**src/rtl/lnk_tx_pkg.sv**
```systemverilog
package lnk_tx_pkg;

   typedef enum logic [1:0] {
      ST_IDLE = 2'd0,
      ST_SEND = 2'd1,
      ST_GAP  = 2'd2
   } lnk_st_e;

   function automatic int unsigned beats_per_byte(input int unsigned bw, input int unsigned lanes);
      return bw / lanes;
   endfunction

endpackage

```
**src/rtl/lnk_tx_ctrl.sv**
```systemverilog
module lnk_tx_ctrl
   import lnk_tx_pkg::*;
#(
   parameter int unsigned BEATS = 8
) (
   input  logic clk,
   input  logic rst_n,
   input  logic in_vld,
   input  logic rx_rdy,
   output logic in_rdy,
   output logic load,
   output logic shift,
   output logic clr,
   output logic link_en,
   output logic link_clk
);

   localparam int unsigned CW = (BEATS > 1) ? $clog2(BEATS) : 1;
   localparam int unsigned RW = $clog2(2 * BEATS + 1);
   localparam logic [CW-1:0] LAST_BEAT = CW'(BEATS - 1);
   localparam logic [RW-1:0] EN_CYCLES = RW'(2 * BEATS);

   lnk_st_e        state_q;
   logic [CW-1:0]  cnt_q;
   logic           ph_q;
   logic           last;

   assign last     = (cnt_q == LAST_BEAT);
   assign in_rdy   = (state_q == ST_IDLE) && rx_rdy;
   assign load     = in_rdy && in_vld;
   assign shift    = (state_q == ST_SEND) && !ph_q && !last;
   assign clr      = (state_q == ST_SEND) && !ph_q && last;
   assign link_en  = (state_q == ST_SEND);
   assign link_clk = ph_q;

   always_ff @(posedge clk or negedge rst_n) begin
      if (!rst_n) begin
         state_q <= ST_IDLE;
         cnt_q   <= '0;
         ph_q    <= 1'b0;
      end else begin
         unique case (state_q)
            ST_IDLE: begin
               if (load) begin
                  state_q <= ST_SEND;
                  ph_q    <= 1'b1;
                  cnt_q   <= '0;
               end
            end
            ST_SEND: begin
               if (ph_q) begin
                  ph_q <= 1'b0;
               end else if (last) begin
                  state_q <= ST_GAP;
               end else begin
                  ph_q  <= 1'b1;
                  cnt_q <= cnt_q + 1'b1;
               end
            end
            ST_GAP:  state_q <= ST_IDLE;
            default: state_q <= ST_IDLE;
         endcase
      end
   end

   // Enable pulse width monitor for the R8 check
   logic [RW-1:0] run_q;
   always_ff @(posedge clk or negedge rst_n) begin
      if (!rst_n)       run_q <= '0;
      else if (link_en) run_q <= run_q + 1'b1;
      else              run_q <= '0;
   end

   a_r2_start_needs_handshake: assert property (@(posedge clk) disable iff (!rst_n)
      $rose(link_en) |-> $past(in_vld && rx_rdy));
   a_r3_rdy_only_idle: assert property (@(posedge clk) disable iff (!rst_n)
      in_rdy |-> !link_en);
   a_r4_clk_parked: assert property (@(posedge clk) disable iff (!rst_n)
      !link_en |-> !link_clk);
   a_r5_first_phase_high: assert property (@(posedge clk) disable iff (!rst_n)
      $rose(link_en) |-> link_clk);
   a_r5_toggle: assert property (@(posedge clk) disable iff (!rst_n)
      (link_en && $past(link_en)) |-> (link_clk != $past(link_clk)));
   a_r8_pulse_width: assert property (@(posedge clk) disable iff (!rst_n)
      $fell(link_en) |-> (run_q == EN_CYCLES));
   a_r9_gap_cycle: assert property (@(posedge clk) disable iff (!rst_n)
      $fell(link_en) |=> !link_en);

endmodule

```
**src/rtl/lnk_tx_shreg.sv**
```systemverilog
module lnk_tx_shreg #(
   parameter int unsigned BYTE_W = 8,
   parameter int unsigned LANES  = 1
) (
   input  logic              clk,
   input  logic              rst_n,
   input  logic              load,
   input  logic              shift,
   input  logic              clr,
   input  logic [BYTE_W-1:0] din,
   input  logic              link_en,
   input  logic              link_clk,
   output logic [LANES-1:0]  dat
);

   logic [BYTE_W-1:0] sh_q;

   always_ff @(posedge clk or negedge rst_n) begin
      if (!rst_n)     sh_q <= '0;
      else if (load)  sh_q <= din;
      else if (clr)   sh_q <= '0;
      else if (shift) sh_q <= sh_q << LANES;
   end

   generate
      if (LANES == 1) begin : g_serial
         assign dat = sh_q[BYTE_W-1];
      end else begin : g_wide
         assign dat = sh_q[BYTE_W-1 -: LANES];
      end
   endgenerate

   a_r10_quiet_when_off: assert property (@(posedge clk) disable iff (!rst_n)
      !link_en |-> (dat == '0));
   a_r6_move_on_rise: assert property (@(posedge clk) disable iff (!rst_n)
      (link_en && $past(link_en) && (dat != $past(dat))) |-> (link_clk && !$past(link_clk)));

endmodule

```
**src/rtl/lnk_ser_tx.sv**
```systemverilog
module lnk_ser_tx
   import lnk_tx_pkg::*;
#(
   parameter int unsigned BYTE_W = 8,
   parameter int unsigned LANES  = 1
) (
   input  logic              clk,
   input  logic              rst_n,
   input  logic              in_vld,
   output logic              in_rdy,
   input  logic [BYTE_W-1:0] in_dat,
   input  logic              rx_rdy,
   output logic              tx_en,
   output logic              tx_clk,
   output logic [LANES-1:0]  tx_dat
);

   localparam int unsigned BEATS = beats_per_byte(BYTE_W, LANES);

   generate
      if (LANES != 1 && LANES != 2) begin : g_bad_lanes
         $error("lnk_ser_tx: LANES must be 1 or 2");
      end
      if ((BYTE_W % LANES) != 0) begin : g_bad_width
         $error("lnk_ser_tx: BYTE_W must be a multiple of LANES");
      end
   endgenerate

   logic load, shift, clr;

   lnk_tx_ctrl #(.BEATS(BEATS)) ctrl_i (
      .clk      (clk),
      .rst_n    (rst_n),
      .in_vld   (in_vld),
      .rx_rdy   (rx_rdy),
      .in_rdy   (in_rdy),
      .load     (load),
      .shift    (shift),
      .clr      (clr),
      .link_en  (tx_en),
      .link_clk (tx_clk)
   );

   lnk_tx_shreg #(.BYTE_W(BYTE_W), .LANES(LANES)) shreg_i (
      .clk      (clk),
      .rst_n    (rst_n),
      .load     (load),
      .shift    (shift),
      .clr      (clr),
      .din      (in_dat),
      .link_en  (tx_en),
      .link_clk (tx_clk),
      .dat      (tx_dat)
   );

   a_r1_reset_quiet: assert property (@(posedge clk)
      !rst_n |-> (!tx_en && !tx_clk && (tx_dat == '0)));

endmodule

```
**config.mk**
```make
export PLATFORM = sky130hd
export DESIGN_NAME = lnk_ser_tx
export DESIGN_NICKNAME = d
export VERILOG_FILES = /design/src/rtl/lnk_tx_pkg.sv /design/src/rtl/lnk_tx_ctrl.sv /design/src/rtl/lnk_tx_shreg.sv /design/src/rtl/lnk_ser_tx.sv
export SDC_FILE = /design/constraint.sdc
export NUM_CORES = 1
export LEC_CHECK = 0
export BUFFER_PORTS_ARGS = -buffer_cell sky130_fd_sc_hd__buf_2
export CAP_MARGIN = 10
export CORE_MARGIN = 4
export CORE_UTILIZATION = 55
export DETAILED_ROUTE_END_ITERATION = 6
export PLACE_DENSITY = 0.79
export REMOVE_ABC_BUFFERS = 1
export SLEW_MARGIN = 20
export SYNTH_ARGS = -nofsm -noshare
export SYNTH_HDL_FRONTEND = slang
export SYNTH_SLANG_ARGS = --single-unit
```
**constraint.sdc**
```tcl
create_clock -name clk -period 3.5 [get_ports clk]
set_input_delay 0.35 -clock clk [delete_from_list [all_inputs] [get_ports clk]]
set_output_delay 0.35 -clock clk [all_outputs]
set_load 0.01 [all_outputs]
```
==> key figures <==
Yosys
  – Synth Area per Inst: 10.7 um2
  – Top-count cell post-synth: dfrtp_1
  – Synth area leader: dfrtp_1
  – Top cell type's share of synthesized area: around 46%
  – Mapped Cells: between 70 and 80
  – Most frequent cells after synthesis: 14 x dfrtp_1, 9 x mux2i_1, 9 x nand2_1
  – Asr flop ratio synth: 100%
  – Synth area leaders: dfrtp_1 46%, mux2i_1 12%, ha_1 5.0%
  – Seq cells post-synth: 14
  – Number of synthesized flops with an enable pin: 0
  – Mapped Area: approximately 760 um2
  – Yosys warning total: 0
  – Seq/Total Area, Yosys: about 46%
  – Yosys cell types: 25
  – Ys flop type: dfrtp_1

Finish
  – Fillers: 98
  – Nets: between 100 and 150
  – Diode count: 0
  – Area grow syn2layout: 16.5%
  – Design Area, Final: 882 um2
  – Layout cells sized above 1: between 20% and 30%

Setup path
  – Crit-path max FO: 8
  – CP max stage cell: dfrtp_1
  – CP required: between 3 and 4 ns
  – Highest cell delay on the worst timing path: between 0.4 and 0.5 ns
  – Buf/Inv on CP: 0
  – Worst setup SP type: flip-flop
  – Crit Path Category: flip-flop to flip-flop
  – Worst path most repeated cell: ha_1
  – Worst EP arrival: 2.12 ns
  – Worst Setup End Kind: flip-flop
  – WP depth: 5
  – Reg2reg path depth: 5
  – CP delay by family, top: adder cells
  – Worst-path cell chain: ha_1 -> ha_1 -> or3b_4 -> a21oi_4 -> mux2_4

STA
  – Fin. Hold Viols: 0
  – Tmin final: between 1.5 and 2 ns
  – Slew headroom: around 47%
  – Period utilisation layout: between 50 and 60%
  – Hold WS: about 0.26 ns
  – Final Worst Setup Slack: between 1.5 and 2 ns
  – Count of pins over their slew limit: 0
  – Clk_skew: 0.00283 ns
  – FMAX: about 0.51 GHz
  – TNS Setup: 0 ns
  – Worst-margin pin slew: about 0.8 ns
  – Setup violators final: 0
  – RSZ-0062 raised after global routing: false

Drt
  – Final wirelength: about 1300 um
  – ANT nets after route: 0
  – Vias post-DR: about 550
  – Drt pass-1 iters: 4
  – Drt wl/cell: 12.7 um
  – Detailed-route DRC error count: 0
  – Vias per cell: 5.32
  – Initial DRC count: 5

Global routing
  – First-pass GRT wire length: roughly 2100 um
  – Remaining Overflow, GRT: 0
  – Number of antenna violations at the first check in global routing: 0
  – Largest net degree at the start of global routing: 19
  – Overall routing resource usage: between 10 and 15%
  – Vias in the first global route: 476

Die
  – Top Ports: 16
  – CORE AREA: about 1300 um2
  – Die ar.: 2030 um2
  – Row count: 13
  – Initial Util: 58.2%
  – Die span in x: between 40 and 50 um
  – DIE HEIGHT: about 45 um

Place
  – Routability cong.: between 0.8 and 0.9
  – Port Buf Inserts: 15
  – Dpl ws: ~1.6 ns
  – Cell Area, Placed: between 800 and 900 um2
  – Final HPWL from detailed placement: 989 um

Clock tree
  – Reg clk slew, reported paths: around 0.090 ns
  – Clock tree sinks: 14
  – CTS Root Buffer Type: clkbuf_4
  – CTS tree: done
  – Clk Latency, worst-skew pair: approximately 0.28 ns
  – Max Root-Sink Buffers: 2
  – CTS H-tree lvls: 1
  – TritonCTS buffer count: 3
  – Post-CTS resize count: 0

Run status
  – Run status: finished clean

Power and ir drop
  – Peak supply drop: 0.496 mV
  – LEAKAGE: between 0.0004 and 0.0005 uW
  – Cell Pwr Density: 798 nW/um2

Job
  – Max Cap Viol: 0

Min path
  – Hold Path Class: input pin to flip-flop
  – Worst Hold Depth: 3
[power breakdown]
| part | switching, uW | internal (uW) |
|---|---|---|
| Clock | 56.0 | 63.3 |
| Sequential | 46.5 | 227 |
| Combinational | 143 | 168 |
[tightest hold or removal path, cell delays in order]
cell and delay, ns:
buf_2 0.07, nand2_1 0.03, o21ai_0 0.06
[state kept, by name, summed over array words and instances (netlist names)]
signal	count
ctrl_i.link_clk	1
ctrl_i.cnt_q	3
ctrl_i.state_q	2
shreg_i.sh_q	8
[metal layers]
metal  track usage (%)  wire, um  vias to the layer above
li1                  -         -                      277
met2              22.0       610                       11
met5                 0         0                        -
met4              8.77        31                        0
met3              2.39        59                        5
met1              20.2       612                      255
[per-stage QoR]
step / std cells / util [%] / total power [uW]
floorplan: 68 / - / 514
global placement: 98 / 64.2 / 578
detailed placement: 98 / 64.2 / 591
CTS: 103 / 67.8 / 710
global route: 103 / 67.8 / 755
finish: 103 / 67.8 / 704
[cell usage in the layout (no fill, tap or decap), types with 2 or more instances in the layout]
cell type / instances
o21ai_1: 2
clkbuf_4: 3
nor2b_1: 6
ha_1: 3
nor2_1: 2
mux2i_1: 9
inv_1: 3
dfrtp_1: 14
o21ai_0: 5
buf_2: 15
nand2_1: 9
[cell type report]
class	instances	area (um2)	area share, %
clock buffers	4	36.3	4.11
inverters	3	11.3	1.28
multi-input cells	51	380	43.1
flip-flops and latches	14	350	39.7
well taps	15	18.8	2.13
repair buffers	16	85.1	9.65
[final timing paths]
| path | slack, ns | endpoint | from |
|---|---|---|---|
| max | 1.55 | ctrl_i.cnt_q[0] | ctrl_i.cnt_q[0] |
| min | 0.26 | shreg_i.sh_q[2] | in_dat[2] |
| max reg2reg | 1.55 | ctrl_i.cnt_q[0] | ctrl_i.cnt_q[0] |
| min reg2reg | 0.51 | shreg_i.sh_q[0] | shreg_i.sh_q[0] |
| max in group asynchronous | 2.78 | ctrl_i.state_q[0] | rst_n |
| min in group asynchronous | 0.48 | shreg_i.sh_q[5] | rst_n |
[repair_timing]
item | 4_1_cts | 5_1_grt
setup buffers | 0 | 0
hold buffers | 1 | 0
endpoints found under the hold margin | 14 | 0
[kinds of logic after synthesis]
group	share of synthesized area, %
compound gates	10.6
simple gates	20.8
fa+ha+maj	4.96
mux	13.9
flops	46.3
buf+inv	3.47
Note: power is estimated with default switching activity, not from simulation.
